<file path="config.mk">
export PLATFORM = sky130hd
export DESIGN_NAME = lfu_repl_state
export DESIGN_NICKNAME = d
export VERILOG_FILES = /design/src/rtl/lfu_pkg.sv /design/src/rtl/lfu_set_state.sv /design/src/rtl/lfu_victim_pick.sv /design/src/rtl/lfu_repl_state.sv
export SDC_FILE = /design/constraint.sdc
export NUM_CORES = 1
export LEC_CHECK = 0
export BUFFER_PORTS_ARGS = -buffer_cell sky130_fd_sc_hd__buf_2
export CAP_MARGIN = 20
export CORE_ASPECT_RATIO = 1.25
export CORE_UTILIZATION = 60
export CTS_CLUSTER_DIAMETER = 80
export DETAILED_ROUTE_END_ITERATION = 12
export PLACE_DENSITY = 0.83
export SYNTH_ARGS = -nofsm -noshare
export SYNTH_HDL_FRONTEND = slang
export SYNTH_SLANG_ARGS = --single-unit
</file>
<file path="constraint.sdc">
create_clock -name clk -period 16.97 [get_ports clk]
set_input_delay 0 -clock clk [delete_from_list [all_inputs] [get_ports clk]]
set_output_delay 0 -clock clk [all_outputs]
set_load 0.1 [all_outputs]
</file>
<file path="src/rtl/lfu_pkg.sv">
`timescale 1ns/1ps
// Shared event encoding for the frequency replacement state.
package lfu_pkg;
    typedef enum logic [1:0] {
        EV_DHIT  = 2'd0,
        EV_DFILL = 2'd1,
        EV_PFILL = 2'd2,
        EV_PPRES = 2'd3
    } lfu_evt_e;
endpackage

</file>
<file path="src/rtl/lfu_set_state.sv">
`timescale 1ns/1ps
// Per-set counters and protection bits.
// Applies one event when upd_en is high. Assumes upd_way < NUM_WAYS.
module lfu_set_state
    import lfu_pkg::*;
#(
    parameter int NUM_WAYS = 4,
    parameter int CNT_W    = 3,
    parameter int WAY_W    = 2
) (
    input  logic                      clk,
    input  logic                      rst_n,
    input  logic                      upd_en,
    input  lfu_evt_e                  upd_kind,
    input  logic [WAY_W-1:0]          upd_way,
    input  logic                      upd_lip,
    output logic [NUM_WAYS*CNT_W-1:0] cnt_o,
    output logic [NUM_WAYS-1:0]       mru_o
);
    localparam logic [CNT_W-1:0]    CNT_MAX = '1;
    localparam logic [CNT_W-1:0]    CNT_ONE = CNT_W'(1);
    localparam logic [NUM_WAYS-1:0] BIT0    = NUM_WAYS'(1);

    logic [CNT_W-1:0]    cnt_q [NUM_WAYS];
    logic [NUM_WAYS-1:0] mru_q;
    logic [NUM_WAYS-1:0] sel_bit;

    // Decode the addressed way into a one-hot mask.
    assign sel_bit = BIT0 << upd_way;

    // Apply the event to the counters and the protection bits.
    always_ff @(posedge clk) begin
        if (!rst_n) begin
            for (int w = 0; w < NUM_WAYS; w++) cnt_q[w] <= '0;
            mru_q <= '0;
        end else if (upd_en) begin
            unique case (upd_kind)
                EV_DHIT: begin
                    mru_q <= sel_bit;
                    if (cnt_q[upd_way] != CNT_MAX)
                        cnt_q[upd_way] <= cnt_q[upd_way] + CNT_ONE;
                end
                EV_DFILL: begin
                    mru_q          <= sel_bit;
                    cnt_q[upd_way] <= CNT_ONE;
                end
                EV_PFILL: begin
                    mru_q          <= upd_lip ? (mru_q & ~sel_bit) : sel_bit;
                    cnt_q[upd_way] <= '0;
                end
                default: ;
            endcase
        end
    end

    // Flatten the counters for the output.
    genvar g;
    generate
        for (g = 0; g < NUM_WAYS; g++) begin : g_flat
            assign cnt_o[g*CNT_W +: CNT_W] = cnt_q[g];
        end
    endgenerate
    assign mru_o = mru_q;


    mru_onehot_chk: assert property (@(posedge clk) disable iff (!rst_n)
        $onehot0(mru_q));

    hit_inc_chk: assert property (@(posedge clk) disable iff (!rst_n)
        (upd_en && upd_kind == EV_DHIT && cnt_q[upd_way] != CNT_MAX)
        |=> cnt_q[$past(upd_way)] == $past(cnt_q[upd_way]) + CNT_ONE);

    sat_hold_chk: assert property (@(posedge clk) disable iff (!rst_n)
        (upd_en && upd_kind == EV_DHIT && cnt_q[upd_way] == CNT_MAX)
        |=> cnt_q[$past(upd_way)] == CNT_MAX);

    lip_keep_chk: assert property (@(posedge clk) disable iff (!rst_n)
        (upd_en && upd_kind == EV_PFILL && upd_lip)
        |=> (mru_q & ~$past(sel_bit)) == ($past(mru_q) & ~$past(sel_bit)));

    ppres_still_chk: assert property (@(posedge clk) disable iff (!rst_n)
        (upd_en && upd_kind == EV_PPRES) |=> ($stable(cnt_o) && $stable(mru_q)));
endmodule

</file>
<file path="src/rtl/lfu_victim_pick.sv">
`timescale 1ns/1ps
// Combinational victim choice for one set.
// Assumes defined valid bits and tags. Invalid ways come first; otherwise the
// lowest count among unprotected ways, with ties settled by smallest tag.
module lfu_victim_pick #(
    parameter int NUM_WAYS = 4,
    parameter int CNT_W    = 3,
    parameter int TAG_W    = 8,
    parameter int WAY_W    = 2
) (
    input  logic [NUM_WAYS-1:0]       valid_i,
    input  logic [NUM_WAYS*TAG_W-1:0] tags_i,
    input  logic [NUM_WAYS*CNT_W-1:0] cnt_i,
    input  logic [NUM_WAYS-1:0]       mru_i,
    output logic [WAY_W-1:0]          victim_o
);
    logic [WAY_W-1:0]    inv_idx, best_idx;
    logic                have_inv, found;
    logic [NUM_WAYS-1:0] cand;
    logic [CNT_W-1:0]    best_cnt;
    logic [TAG_W-1:0]    best_tag;

    // Scan for an invalid way, then for the least used unprotected way.
    always_comb begin
        have_inv = 1'b0;
        inv_idx  = '0;
        for (int w = NUM_WAYS - 1; w >= 0; w--) begin
            if (!valid_i[w]) begin
                have_inv = 1'b1;
                inv_idx  = WAY_W'(w);
            end
        end
        cand = ~mru_i;
        if (cand == '0) cand = '1;
        found    = 1'b0;
        best_idx = '0;
        best_cnt = '0;
        best_tag = '0;
        for (int w = 0; w < NUM_WAYS; w++) begin
            if (cand[w] && (!found
                || cnt_i[w*CNT_W +: CNT_W] < best_cnt
                || (cnt_i[w*CNT_W +: CNT_W] == best_cnt
                    && tags_i[w*TAG_W +: TAG_W] < best_tag))) begin
                found    = 1'b1;
                best_idx = WAY_W'(w);
                best_cnt = cnt_i[w*CNT_W +: CNT_W];
                best_tag = tags_i[w*TAG_W +: TAG_W];
            end
        end
        victim_o = have_inv ? inv_idx : best_idx;
    end
endmodule

</file>
<file path="src/rtl/lfu_repl_state.sv">
`timescale 1ns/1ps
// Top: frequency replacement state for all sets of one cache.
// Routes each event to its set, reports the queried set's state and victim.
// Assumes evt_set < NUM_SETS and evt_way < NUM_WAYS.
module lfu_repl_state
    import lfu_pkg::*;
#(
    parameter int NUM_SETS = 4,
    parameter int NUM_WAYS = 4,
    parameter int CNT_W    = 3,
    parameter int TAG_W    = 8,
    localparam int SET_W   = (NUM_SETS > 1) ? $clog2(NUM_SETS) : 1,
    localparam int WAY_W   = (NUM_WAYS > 1) ? $clog2(NUM_WAYS) : 1
) (
    input  logic                      clk,
    input  logic                      rst_n,
    input  logic                      evt_valid,
    input  logic [1:0]                evt_kind,
    input  logic [SET_W-1:0]          evt_set,
    input  logic [WAY_W-1:0]          evt_way,
    input  logic                      evt_lip,
    input  logic [SET_W-1:0]          qry_set,
    input  logic [NUM_WAYS-1:0]       qry_valid,
    input  logic [NUM_WAYS*TAG_W-1:0] qry_tags,
    output logic [WAY_W-1:0]          victim_way,
    output logic [NUM_WAYS*CNT_W-1:0] obs_cnt,
    output logic [NUM_WAYS-1:0]       obs_mru
);
    logic [NUM_WAYS*CNT_W-1:0] set_cnt [NUM_SETS];
    logic [NUM_WAYS-1:0]       set_mru [NUM_SETS];
    lfu_evt_e                  kind;

    assign kind = lfu_evt_e'(evt_kind);

    // One state slice per set, enabled only by events that name it.
    genvar s;
    generate
        for (s = 0; s < NUM_SETS; s++) begin : g_set
            lfu_set_state #(
                .NUM_WAYS(NUM_WAYS), .CNT_W(CNT_W), .WAY_W(WAY_W)
            ) u_set (
                .clk      (clk),
                .rst_n    (rst_n),
                .upd_en   (evt_valid && (evt_set == SET_W'(s))),
                .upd_kind (kind),
                .upd_way  (evt_way),
                .upd_lip  (evt_lip),
                .cnt_o    (set_cnt[s]),
                .mru_o    (set_mru[s])
            );
        end
    endgenerate

    // Select the queried set's state.
    always_comb begin
        obs_cnt = set_cnt[0];
        obs_mru = set_mru[0];
        for (int i = 0; i < NUM_SETS; i++) begin
            if (qry_set == SET_W'(i)) begin
                obs_cnt = set_cnt[i];
                obs_mru = set_mru[i];
            end
        end
    end

    lfu_victim_pick #(
        .NUM_WAYS(NUM_WAYS), .CNT_W(CNT_W), .TAG_W(TAG_W), .WAY_W(WAY_W)
    ) u_pick (
        .valid_i  (qry_valid),
        .tags_i   (qry_tags),
        .cnt_i    (obs_cnt),
        .mru_i    (obs_mru),
        .victim_o (victim_way)
    );


    inv_first_chk: assert property (@(posedge clk) disable iff (!rst_n)
        (qry_valid != '1) |-> !qry_valid[victim_way]);

    mru_spared_chk: assert property (@(posedge clk) disable iff (!rst_n)
        (qry_valid == '1 && obs_mru != '1) |-> !obs_mru[victim_way]);
endmodule

</file>
**Word level (Yosys, flattened, before mapping)**

Memories as Yosys holds them, arrays and structs flattened.
Index checks and enable logic that the tools add are counted.

- Add/subtract/negate cells: 4
- Magnitude comparators: 6
- Muxes and demuxes: 103
- Reductions and logical operators: 32
- Shift operators: 1
- Multipliers: 0
- Bitwise gates (word level): 14
- Equality and inequality tests: 15
- Divide/modulo/power cells: 0

Operator list:

| kind | number |
|---|---|
| $mux 1 | 59 |
| $mux 3 | 15 |
| $mux 12 | 3 |
| $mux 4 | 8 |
| $pmux 4 s2 | 4 |
| $lt 8x8->1 | 3 |
| $mux 8 | 3 |
| $mux 2 | 11 |
| $and 4x4->4 | 4 |
| $add 3x1->3 const B | 4 |
| $ne 3x3->1 const B | 4 |
| $reduce_or 3->1 | 4 |
| $eq 2x2->1 const B | 5 |
| $logic_and 1x1->1 | 10 |
| $eq 3x3->1 | 3 |
| $lt 3x3->1 | 3 |
| $not 4->4 | 2 |
| $or 1x1->1 | 8 |
| $reduce_and 2->1 | 4 |
| $eq 2x1->1 const B | 3 |
| $logic_or 1x1->1 | 6 |
| $logic_not 2->1 | 2 |
| $logic_not 4->1 | 1 |
| $shl 1x2->4 const A | 1 |
| 3 further kinds | 5 |

- ROM bits: 0
- Memory bits (writable): 48
- Input port bits: 48
- Bits in latches: 0
- Flip-flop bits (word level): 16
- Memories: 4
- Output and inout port bits: 18

Memory list:

| name | depth | bits a word | read ports | clocked after Yosys merged registers in | wr ports | line | text |
|---|---|---|---|---|---|---|---|
| g_set[0].u_set.cnt_q | 4 | 3 | 5 | 0 | 4 | lfu_set_state.sv:24 | `logic [CNT_W-1:0] cnt_q [NUM_WAYS];` |
| g_set[1].u_set.cnt_q | 4 | 3 | 5 | 0 | 4 | lfu_set_state.sv:24 |  |
| g_set[2].u_set.cnt_q | 4 | 3 | 5 | 0 | 4 | lfu_set_state.sv:24 |  |
| g_set[3].u_set.cnt_q | 4 | 3 | 5 | 0 | 4 | lfu_set_state.sv:24 |  |

**Depth between registers and ports, before layout**

- Depth after elaboration: 24
- Gate-level depth with buffers: 31
- Mapped depth without buffers: 28

**Modules after synthesis**

Synthesis repeated with hierarchy kept, for this count alone.

- Cells, all modules: 468
- Area total of the unflattened synthesis: 4817.1 µm²

Modules (own cells, without submodules):

| module | area an instance (µm²) | cells each | instances |
|---|---|---|---|
| lfu_set_state | 815.8 | 68 | 4 |
| lfu_victim_pick | 1098.6 | 172 | 1 |
| lfu_repl_state | 455.4 | 24 | 1 |

**Worst setup path after synthesis**

OpenSTA, ideal clock, no wires.

- Path kind: register -> output
- Start point: register g_set[3].u_set.mru_q[0]
- End point: output port victim_way[0]
- Cell stages (with the launch flop): 28
- Setup slack: 8.461 ns
- Buffers on the path: 3
- Data arrival time: 8.509 ns
- Cell sequence: dfxtp_1 > mux4_2 > nand2_2 > clkbuf_1 > nand2_1 > ha_1 > a2111o_1 > a32oi_1 > o21ai_2 > buf_2 > a31oi_1 > ha_1 > a21o_1 > a21oi_1 > o221ai_1 > a31o_2 > a32oi_1 > clkbuf_1 > o21ai_0 > o21a_1 > ha_1 > a21o_1 > a21oi_1 > o22ai_1 > a2111o_1 > a211o_1 > o21a_1 > o311ai_1

- Cells in the longest elaborated chain, start to end: 21

Ends and longest elaborated chain:

| element | line | text |
|---|---|---|
| from (decl) | lfu_set_state.sv:25 | `logic [NUM_WAYS-1:0] mru_q;` |
| from (signal assigned) | lfu_set_state.sv:39 | `mru_q <= sel_bit;` |
| from (signal assigned) | lfu_set_state.sv:44 | `mru_q <= sel_bit;` |
| from (signal assigned) | lfu_set_state.sv:48 | `mru_q <= upd_lip ? (mru_q & ~sel_bit) : sel_bit;` |
| $mux 4 (*) | lfu_repl_state.sv:59 | `if (qry_set == SET_W'(i)) begin` |
| net obs_mru[0] | lfu_repl_state.sv:27 | `output logic [NUM_WAYS-1:0] obs_mru` |
| $not 4->4 (*) | lfu_victim_pick.sv:33 | `cand = ~mru_i;` |
| $logic_not 4->1 | lfu_victim_pick.sv:34 | `if (cand == '0) cand = '1;` |
| $mux 4 (*) | lfu_victim_pick.sv:34 |  |
| $mux 8, or another cell as far along | lfu_victim_pick.sv:40 | `if (cand[w] && (!found` |
| $lt 8x8->1, or another cell as far along | lfu_victim_pick.sv:43 | `&& tags_i[w*TAG_W +: TAG_W] < best_tag))) begin` |
| $logic_and 1x1->1 or $logic_or 1x1->1 (tied branches) | lfu_victim_pick.sv:43, lfu_victim_pick.sv:41 |  |
| (+6 left out) | - |  |
| $logic_and 1x1->1 | lfu_victim_pick.sv:40 |  |
| $mux 8, or another cell as far along | lfu_victim_pick.sv:40 |  |
| $lt 8x8->1, or another cell as far along | lfu_victim_pick.sv:43 |  |
| $logic_and 1x1->1 or $logic_or 1x1->1 (tied branches) | lfu_victim_pick.sv:43, lfu_victim_pick.sv:41 |  |
| $logic_or 1x1->1 | lfu_victim_pick.sv:42 | `\|\| (cnt_i[w*CNT_W +: CNT_W] == best_cnt` |
| $logic_and 1x1->1 | lfu_victim_pick.sv:40 |  |
| $mux 2 (*) | lfu_victim_pick.sv:40 |  |
| $mux 2 (*) | lfu_victim_pick.sv:50 | `victim_o = have_inv ? inv_idx : best_idx;` |
| to (decl) | lfu_repl_state.sv:25 | `output logic [WAY_W-1:0] victim_way,` |

The timed path passes the listed nets; every way through them passes the cells marked *.

**Final worst setup path**

- Start point: register g_set[3].u_set.mru_q[0]
- End point: output port victim_way[0]

- Cells in the longest elaborated chain, start to end: 21

Ends and longest elaborated chain:

| element | line |
|---|---|
| $mux 4 (*) | lfu_repl_state.sv:59 |
| $not 4->4 (*) | lfu_victim_pick.sv:33 |
| $logic_not 4->1 | lfu_victim_pick.sv:34 |
| $mux 4 (*) | lfu_victim_pick.sv:34 |
| $mux 8, or another cell as far along | lfu_victim_pick.sv:40 |
| $lt 8x8->1, or another cell as far along | lfu_victim_pick.sv:43 |
| $logic_and 1x1->1 or $logic_or 1x1->1 (tied branches) | lfu_victim_pick.sv:43, lfu_victim_pick.sv:41 |
| $logic_or 1x1->1 | lfu_victim_pick.sv:42 |
| (+5 left out) | - |
| $logic_and 1x1->1 | lfu_victim_pick.sv:40 |
| $mux 8, or another cell as far along | lfu_victim_pick.sv:40 |
| $lt 8x8->1, or another cell as far along | lfu_victim_pick.sv:43 |
| $logic_and 1x1->1 or $logic_or 1x1->1 (tied branches) | lfu_victim_pick.sv:43, lfu_victim_pick.sv:41 |
| $logic_or 1x1->1 | lfu_victim_pick.sv:42 |
| $logic_and 1x1->1 | lfu_victim_pick.sv:40 |
| $mux 2 (*) | lfu_victim_pick.sv:40 |
| $mux 2 (*) | lfu_victim_pick.sv:50 |

Mark *: on every way between the ends. The rest lies on a longest branch, timed or not.

==> key figures <==
Status
  • Status: finished, final reports clean

Layout
  • Final #Nets: 604
  • Diode count: 0
  • Layout cell share with drive strength beyond 1: 0.226
  • # fillers: 599
  • Utilization after layout: 0.709
  • Area Growth Syn to Fin: 12.6%

Critical path
  • Worst stage delay on the critical path: 0.74 ns
  • Slowest CP cell: a32oi_1
  • CP bufs+invs: 2
  • WP data arrival: 8.35 ns
  • Most frequent CP cell: a21oi_1
  • Startpoint Class: register
  • Cell class contributing the biggest share of worst-path delay: compound AO/OA/AOI/OAI gates
  • WS Path Type: register to output pin
  • CP max FO: 19
  • Critical Path End Type: output pin
  • Critical Path RT: 16.97 ns

CTS
  • CTS Buffer Depth: 2
  • CTS sink count: 64
  • Hold buffer count at CTS: 0
  • CTS clk-pin slew, worst paths: 0.08 ns
  • Setup Fix Bufs, Post-CTS: 0
  • CTS Buf Count: 9
  • Clock Latency Late Sink: 0.34 ns
  • CTS resizes: 0
  • Max H-tree Level: 3
  • CTS root buffer: clkbuf_8
  • TritonCTS clock tree: built

Synth
  • Syn avg cell area: 10.1 µm²
  • EDFF count, synth: 48
  • Seq/Total Area, Yosys: 0.376
  • Synth cell count leaders: nor2_1, nand2_1, edfxtp_1
  • Ys flop type: edfxtp_1
  • Flops & latches, synth: 64
  • Syn Inst Count: 466
  • Post-Syn Area: 0.00468 mm²
  • Yosys top cell area share: 0.308
  • Synth top area cells: edfxtp_1, mux4_2, ha_1
  • Count leader, synth: nor2_1
  • Cell accounting for the most synthesized area: edfxtp_1
  • Ys async rst share: 0
  • Ys Warns: 0
  • Library cells used by synthesis: 57
  • Post-synth net total: 552

Place
  • Hpwl dp: 10.1 mm
  • Port Buffers: 65
  • GP Congestion: 1.02

STA
  • Setup TNS: 0 ns
  • Worst clock skew: 0.00730 ns
  • Endpoints failing hold: 0
  • Post-layout min period: 8.35 ns
  • Fmax: 120 MHz
  • Rel. slew slack: 0.324
  • RSZ-0062 raised after global routing: false
  • Part of the cycle the worst path needs: 0.492
  • Min Hold Slack: 0.138 ns
  • Final setup fails: 0
  • Worst-Margin Slew: 1.01 ns
  • Final slew viol count: 0

Drt
  • Routed Wire Length: 13.1 mm
  • Via count: 4107
  • Drt pass-1 iters: 5
  • Starting DRT DRC Count: 313
  • Routed vias/inst: 6.68
  • Drt wl/cell: 21.3 µm
  • Drt drc: 0
  • Routed Antenna Nets: 0

Global route
  • Total Routing Usage GR: 0.349
  • Initial antenna violation count: 0
  • Vias in the first global route: 4087
  • Largest net degree at the start of global routing: 36
  • Grt total ovfl: 0
  • Global-route wire length before repair: 20.4 mm

Die
  • Initial core utilization: 0.629
  • Die Y-Extent: 101 µm
  • # IOs: 66
  • Site Rows: 35
  • Die width: 81.0 µm
  • Die area: 0.00817 mm²
  • CORE AREA: 0.00744 mm²

Power
  • Leak: 2.15 nW
  • Worst VDD drop: 0.0936 mV
  • PwrDens: 96.2 mW/mm²

Min path
  • Hold Crit Class: input pin to register

Run
  • Maxcap violations: 0
tightest hold or removal path, cell delays in order:
cell	delay, ns
buf_2	0.16
a21oi_1	0.15
nand2_1	0.08
a21boi_1	0.06
registers in the layout, summed over array words and instances (netlist names):
signal / flops
g_set.u_set.cnt_q: 48
g_set.u_set.mru_o: 16
routing by layer:
layer / vias to the layer above / GRT usage / part of all wire
li1: 1852 / - / -
met1: 1960 / 0.364 / 0.35
met2: 234 / 0.604 / 0.51
met3: 61 / 0.108 / 0.080
met4: 0 / 0.214 / 0.056
met5: - / 0 / 0
cell type report:
cell class                 instances  area (µm²)  area share
timing repair buffer              65         325      0.0617
tap                               92         115      0.0218
clock buffer                      10         128      0.0242
multi-input combinational        356        2730       0.518
inverter                          22        82.6      0.0157
sequential                        64        1760       0.334
clock inverter                     6         131      0.0249
power breakdown:
part	leakage [nW]	internal [mW]	total (mW)	switching (mW)
registers	0.625	0.173	0.177	0.00397
clock network	0.124	0.112	0.172	0.0595
logic	1.40	0.0571	0.159	0.102
cell families (layout without fill, tap and decap cells):
logic type                 after synthesis  count (layout)  synth area share
adders and majority gates               38              38             0.101
buffers and inverters                   46             103            0.0406
AOI/OAI and AO/OA                      123             123             0.173
muxes                                   31              31             0.141
DFF                                     64              64             0.376
and+or+nand+nor                        164             164             0.168
metrics by stage:
| stage | worst slack [ns] | std cells | power (mW) | area [µm²] |
|---|---|---|---|---|
| detailed placement | 9.07 | 599 | 0.335 | 5020 |
| global placement | 9.36 | 599 | 0.329 | 5020 |
| CTS | 8.83 | 615 | 0.504 | 5280 |
| global route | 8.05 | 615 | 0.529 | 5280 |
| finish | 8.62 | 615 | 0.508 | 5280 |
| floorplan | 8.46 | 466 | 0.298 | 4680 |
placed cells by master, fill, tap and decap left out, types with 2 or more instances in the layout:
master	count
edfxtp_1	48
and4b_1	2
ha_1	38
nor3b_1	2
o21ai_0	45
and2_1	7
bufinv_16	4
a31oi_1	7
o211ai_1	7
inv_1	22
o21a_1	11
o2111ai_2	2
nand2_1	50
or2_2	2
a32oi_1	2
a21boi_1	5
nand3_1	12
buf_2	65
nor2b_4	2
nor3_1	4
dfxtp_1	16
clkbuf_8	9
mux4_2	28
a2111o_1	2
nand3b_1	2
a21boi_0	11
a21o_1	5
a21oi_1	12
nor2b_1	10
or3_1	2
nand2b_1	5
nand4_1	3
nor4_1	2
nor2_1	53
mux2i_1	2
path summary, 6_finish.rpt:
check,cells past startpoint,start,slack (ns),endpoint
worst max-delay path,28,g_set[3].u_set.mru_o[0]$_SDFFE_PN0P_,8.62,victim_way[0]
worst min-delay path,4,evt_kind[1],0.14,g_set[0].u_set.mru_o[0]$_SDFFE_PN0P_
worst max register to register,6,g_set[1].u_set.cnt_q[1][0]$_SDFFCE_PN0P_,14.34,g_set[1].u_set.cnt_q[2][1]$_SDFFCE_PN0P_
worst min register to register,2,g_set[1].u_set.mru_o[1]$_SDFFE_PN0P_,0.48,g_set[1].u_set.mru_o[1]$_SDFFE_PN0P_
No activity file was read; power rests on OpenSTA's default activity.
